<file path="config.mk">
export PLATFORM = sky130hd
export DESIGN_NAME = timer_bank
export DESIGN_NICKNAME = d
export VERILOG_FILES = /design/src/rtl/timer_bank.sv
export SDC_FILE = /design/constraint.sdc
export NUM_CORES = 1
export LEC_CHECK = 0
export BUFFER_PORTS_ARGS = -buffer_cell sky130_fd_sc_hd__buf_2
export CAP_MARGIN = 10
export CORE_ASPECT_RATIO = 2
export CORE_UTILIZATION = 55
export CTS_CLUSTER_DIAMETER = 50
export DETAILED_ROUTE_END_ITERATION = 10
export GPL_TIMING_DRIVEN = 0
export PLACE_DENSITY = 0.76
export SYNTH_ARGS = -nofsm -noshare
export SYNTH_HDL_FRONTEND = slang
export SYNTH_SLANG_ARGS = --single-unit
</file>
<file path="constraint.sdc">
create_clock -name clk -period 2.6 [get_ports clk]
set_input_delay 0.13 -clock clk [delete_from_list [all_inputs] [get_ports clk]]
set_output_delay 0.13 -clock clk [all_outputs]
set_load 0.05 [all_outputs]
</file>
<file path="src/rtl/timer_bank.sv">
module timer_bank #(
  parameter int SLOW_DIV = 128,
  parameter int FAST_DIV = 16
) (
  input  logic       clk,
  input  logic       rst_n,
  input  logic [2:0] en,
  input  logic       per_we,
  input  logic [1:0] per_sel,
  input  logic [7:0] per_data,
  input  logic       cnt_rd,
  input  logic       cnt_wr,
  input  logic [1:0] cnt_sel,
  output logic [3:0] cnt_rdata
);
  localparam int N    = 3;
  localparam int MAXD = (SLOW_DIV > FAST_DIV) ? SLOW_DIV : FAST_DIV;
  localparam int PW   = (MAXD > 2) ? $clog2(MAXD) : 1;

  logic          en_q  [N];
  logic [PW-1:0] pre_q [N];
  logic [7:0]    per_q [N];
  logic [7:0]    dv_q  [N];
  logic [3:0]    cnt_q [N];
  logic [N-1:0]  rise, tick, inc;

  for (genvar g = 0; g < N; g++) begin : g_tmr
    localparam int DIV = (g == N - 1) ? FAST_DIV : SLOW_DIV;
    logic [8:0] plen;
    logic       hit;

    assign rise[g] = en[g] & ~en_q[g];
    assign tick[g] = en[g] & ~rise[g] & (pre_q[g] == PW'(DIV - 1));
    assign plen    = (per_q[g] == 8'd0) ? 9'd256 : {1'b0, per_q[g]};
    assign inc[g]  = tick[g] & (({1'b0, dv_q[g]} + 9'd1) == plen);
    assign hit     = (cnt_rd | cnt_wr) & (cnt_sel == 2'(g));

    always_ff @(posedge clk or negedge rst_n) begin
      if (!rst_n) begin
        en_q[g]  <= 1'b0;
        pre_q[g] <= '0;
        per_q[g] <= 8'd0;
        dv_q[g]  <= 8'd0;
        cnt_q[g] <= 4'd0;
      end else begin
        en_q[g] <= en[g];
        if (per_we && per_sel == 2'(g) && per_data != per_q[g])
          per_q[g] <= per_data;
        if (!en[g] || rise[g] || tick[g])
          pre_q[g] <= '0;
        else
          pre_q[g] <= pre_q[g] + 1'b1;
        if (rise[g] || inc[g])
          dv_q[g] <= 8'd0;
        else if (tick[g])
          dv_q[g] <= dv_q[g] + 8'd1;
        cnt_q[g] <= ((hit || rise[g]) ? 4'd0 : cnt_q[g]) + {3'd0, inc[g]};
      end
    end
  end

  always_comb begin
    case (cnt_sel)
      2'd0:    cnt_rdata = cnt_q[0];
      2'd1:    cnt_rdata = cnt_q[1];
      2'd2:    cnt_rdata = cnt_q[2];
      default: cnt_rdata = 4'd0;
    endcase
  end
endmodule

</file>
# --- Yosys cells after proc, flatten, opt, wreduce, memory -nomap -nowiden ---
# Cells that the tools add are included.
totals:
  inputBits: 20
  output_inout_bits: 4
  ff_bits: 84
  word_cells: 107
op_classes:
  n_eq_ne: 13
  muxes: 16
  add_sub_neg: 12
  n_bitwise: 22
  n_reduce_logical: 29
ops:
  columns: ["cell", "count"]
  rows:
  - ["2-to-1 mux 8 bit", 6]
  - ["adder 8 x 1 -> 9 bit (second input constant)", 3]
  - ["equality test 9 bit", 3]
  - ["2-to-1 mux 9 bit", 3]
  - ["adder 8 x 1 -> 8 bit (second input constant)", 3]
  - ["zero test 8 bit", 3]
  - ["!= test 8 bit", 3]
  - ["adder 7 x 1 -> 7 bit (second input constant)", 3]
  - ["2-to-1 mux 7 bit", 3]
  - ["AND 1 bit", 15]
  - ["equality test 7 bit (second input constant)", 2]
  - ["adder 4 x 1 -> 4 bit", 3]
  - ["logical OR 1 bit", 12]
  - ["2-to-1 mux 4 bit", 3]
  - ["one-hot mux 4 bit (3 select lines)", 1]
  - ["equality test 7 x 4 -> 1 bit (second input constant)", 1]
  - ["logical AND 1 bit", 6]
  - ["inverter 1 bit", 6]
  - ["nonzero test 2 bit", 3]
  - ["equality test 2 x 1 -> 1 bit (second input constant)", 2]
  - ["equality test 2 bit (second input constant)", 2]
  - ["zero test 2 bit", 2]
  - ["zero test 1 bit", 3]
  - ["OR 1 bit", 1]

# --- Depth between registers and ports, before layout ---
depth:
  ltp_word: 8
  depth_mapped: 11
  ltp_nobuf: 10

# --- Worst setup path after synthesis ---
# OpenSTA, ideal clock, no wires.
synth_timing:
  path_kind: "reg-to-reg"
  start: "register pre_q[0] (netlist bit)"
  end: "register cnt_q[3] (netlist bit)"
  n_path_buf: 0
  period_less_slack_ns: 2.573
  slack_ns: 0.027
  required_time_ns: 2.481
  t_arrival_ns: 2.454
  path_stages_with_launch: 11
  setup_ns: 0.119
  path_cell_list: "dfrtp_1 > ha_1 > nand3_2 > or4_4 > nor2_4 > nand4_2 > a2111oi_4 > ha_1 > nand3_1 > xnor2_1 > and2_1"
synth_via:
  elab_chain_len: 4
synth_lines:
  columns: ["element", "line", "source"]
  rows:
  - ["start: declaration", "21", "logic [PW-1:0] pre_q [N];"]
  - ["start signal: indexed assignment", "52", "pre_q[g] <= pre_q[g] + 1'b1;"]
  - ["equality test 7 x 4 -> 1 bit", "33", "assign tick[g] = en[g] & ~rise[g] & (pre_q[g] == PW'(DIV - 1));"]
  - ["AND 1 bit", "33", null]
  - ["AND 1 bit", "35", "assign inc[g] = tick[g] & (({1'b0, dv_q[g]} + 9'd1) == plen);"]
  - ["adder 4 x 1 -> 4 bit", "57", "cnt_q[g] <= ((hit || rise[g]) ? 4'd0 : cnt_q[g]) + {3'd0, inc[g]};"]
  - ["end signal: indexed assignment", "57", null]
  - ["end: declaration", "24", "logic [3:0] cnt_q [N];"]
# No other way between the ends.
# A chain may end at the register's enable or synchronous reset.

# --- Final worst setup path ---
layout_timing:
  start: "register per_q[0] (netlist bit)"
  end: "register cnt_q[3] (netlist bit)"
layout_via:
  elab_chain_len: 5
layout_lines:
  columns: ["element", "line", "source"]
  rows:
  - ["start: declaration", "22", "logic [7:0] per_q [N];"]
  - ["start signal: indexed assignment", "48", "per_q[g] <= per_data;"]
  - ["zero test 8 bit", "34", "assign plen = (per_q[g] == 8'd0) ? 9'd256 : {1'b0, per_q[g]};"]
  - ["2-to-1 mux 9 bit (*)", "34", null]
  - ["equality test 9 bit (*)", "35", null]
  - ["AND 1 bit (*)", "35", null]
  - ["adder 4 x 1 -> 4 bit (*)", "57", null]
# Mark *: on every way between the ends. The rest lies on a longest branch, timed or not.

==> flow_summary.toml <==
[yosys]
ys.flop_type = "dfrtp_1"
synth_area_leaders = "dfrtp_1 44%, xnor2_1 9.6%, xor2_1 7.5%"
synth_cells = 468
async_reset_ff_frac = 1.000
yosys.area.top_type = "dfrtp_1"
synth_cell_types = 50
synth_edf_count = 0
yosys_register_bits = 84
yosysTopAreaCellShare = 0.4415
ys_warn_count = 0
synthesis.area_um2 = 4761
avgSynthCellArea_um2 = 10.17
syn-num-nets = 500
synth.yosys.seq_area_share = 0.4415

[sta]
finalSetupViolCount = 0
timing_hold_violations_final = 0
slew_viol_final = 0
relSlewSlack = 0.4841
finalCritPeriodShare = 0.9849
setup_tns_ns = 0
layout_setup_ws_ns = 0.03938
rsz0062_at_grt = "yes"
skew_ns = 0.005242
worst_slew_pin_slew_ns = 0.7738
period_minus_slack_ns = 2.561
holdWs_ns = 0.1833
max_freq_mhz = 390.5

[critical_path]
path_delay_family = "simple AND/OR/NAND/NOR gates"
critical_path_arrival_ns = 2.79
crit_type = "reg2reg"
cp.required_ns = 2.83
critPathCaptureType = "flop"
critPathSlowestCell = "or4_1"
max_stage_delay_ns = 0.56
path_max_fanout = 4
critPathLaunchType = "flop"
worst-path-buf-inv = 0
path_cells = "or4_1 > nor2_2 > xor2_1 > a21oi_1 > a2111oi_4 > ha_2 > nand3_2 > xnor2_1 > and2_1"

[floorplan]
die_h_um = 133.6
initial_utilization = 0.5701
ios = 24
core_area_um2 = 8351
dieArea_um2 = 9054
dieWidth_um = 67.79
std_cell_rows = 47

[global_routing]
grt_pass1_wl_mm = 16.91
grt_pass1_vias = 3715
grt_max_degree = 72
grt_util_all_layers = 0.2506
grt.overflow.total = 0
antenna_found_initial = 0

[drt]
first_pass_iters = 4
dr_total_vias = 3575
ant_nets = 0
drt_drc_violations_left = 0
wirelength_mm = 10.15
drtIter0Drc = 141
vias_per_cell = 5.813
routed_wire_length_per_instance_um = 16.50

[placement]
pre_cts_slack_ns = -0.3195
placed_area_um2 = 4984
place_congestion = 0.8341
numPortBuffers = 14
dp_hpwl_mm = 7.264

[cells_and_area]
final_area_um2 = 5477
fill_cells = 670
antenna_cells = 0
nets = 545
synthToLayoutAreaGrowth_pct = 15.03
layout-drive-gt1-share = 0.1896

[clock_tree]
clk_pin_slew_ns = 0.06
clk_latency_ns = 0.34
cts_max_path_buffers = 2
cts_tree = "yes"
htree_levels = 3
clockRootBuffer = "clkbuf_16"
cts-buffers-inserted = 9
cts.sinks = 84

[hold_path]
hp-class = "in2async"

[status]
outcome = "completed"

[power_and_ir_drop]
power_w = 0.003109
vdd_drop_max_mv = 0.5323
power.leakage_nw = 2.304
power_density_nw_per_um2 = 567.7

[job]
maxCapViolCount = 0
-- per-stage QoR --
| step | util | cells |
|---|---|---|
| 2_1_floorplan | - | 468 |
| 5_1_grt | 0.6558 | 615 |
| 3_3_place_gp | 0.5932 | 580 |
| 4_1_cts | 0.6358 | 602 |
| 6_report | 0.6558 | 615 |
| 3_5_place_dp | 0.5968 | 581 |
-- placed cells by master (no fill, tap or decap), drive strengths merged, types with 13 or more instances in the layout --
cell type	synthesis	final
buf	5	36
clkbuf	11	23
dfrtp	84	84
mux2	24	24
nand2	33	33
nand3	21	21
nor2	46	46
nor3	21	21
nor4	13	13
xnor2	52	52
xor2	41	41
-- final cells by class --
cell class,count,area [um2],share of cell area
Clock inverter,2,10.01,0.001828
Sequential cell,84,2107,0.3847
Clock buffer,13,260.3,0.04752
Timing Repair Buffer,35,260.3,0.04752
Inverter,9,33.78,0.006169
Tap cell,98,122.6,0.02239
Buffer,15,63.81,0.01165
Multi-Input combinational cell,359,2619,0.4782
-- synthesized netlist by cell type, drive strengths merged (2+ instances only) --
library cell and n:
dfrtp 84, xnor2 52, nor2 46, xor2 41
nand2 33, mux2 24, nand3 21, nor3 21
nor4 13, ha 12, o21ai 12, a21oi 11
clkbuf 11, and2 10, inv 9, nand4 9
and3 8, mux2i 7, buf 5, a211oi 4
nor2b 4, or3 4, or4 4, a21o 3
nor3b 3, a2111oi 2, a31oi 2, nand2b 2
o31ai 2
-- worst register-to-register path, cell delays in order, from the launching register on --
cell and delay, ns:
dfrtp_1 0.42, or4_1 0.56, nor2_2 0.18, xor2_1 0.17, a21oi_1 0.11, a2111oi_4 0.37
ha_2 0.28, nand3_2 0.08, xnor2_1 0.12, and2_1 0.15
-- repair_timing --
item | in CTS | in global routing
buffers inserted | 2 | 14
pin swaps | 2 | 7
setup endpoints to repair | 8 | 15
cloned | 0 | 0
endpoints found under the hold margin | 87 | 0
resized for setup | 0 | 16
hold buffers | 4 | 0
-- metal layers --
metal | routed length [um] | part of all wire | GRT usage | vias to the layer above
met5 | 0 | 0 | 0 | -
met4 | 315 | 0.031 | 0.1215 | 0
met3 | 279 | 0.027 | 0.05223 | 28
met2 | 5865 | 0.58 | 0.4499 | 75
met1 | 3687 | 0.36 | 0.2623 | 1765
li1 | - | - | - | 1707
-- cell families after synthesis --
family                   after synthesis  synth area share
AO/OA/AOI/OAI                         41           0.06649
XOR/XNOR                              93            0.1711
adder cells (fa/ha/maj)               12           0.03154
buffers and inverters                 25           0.02129
flip-flops                            84            0.4415
multiplexers                          31           0.07149
AND/OR/NAND/NOR                      182            0.1966
-- registers in the layout (all words and copies together) (netlist names) --
name / count
cnt_q: 12
dv_q: 24
en_q: 3
per_q: 24
pre_q: 21
-- worst paths after layout --
path | from | to | slack [ns] | cells after the start
max | per_q[0] | cnt_q[3] | 0.04 | 9
min | rst_n | dv_q[10] | 0.18 | 2
max reg2reg | per_q[0] | cnt_q[3] | 0.04 | 9
min reg2reg | pre_q[7] | pre_q[7] | 0.46 | 1
max in group asynchronous | rst_n | per_q[5] | 1.79 | 3
min in group clk | per_sel[0] | per_q[18] | 0.19 | 3
-- power breakdown --
group	leakage, nW	switching, W	internal (W)
Clock	0.135	0.000473	0.000690
Combinational	1.06	0.000216	0.000218
Sequential	1.11	0.000124	0.00139
Power figures use the tool's default switching activity.
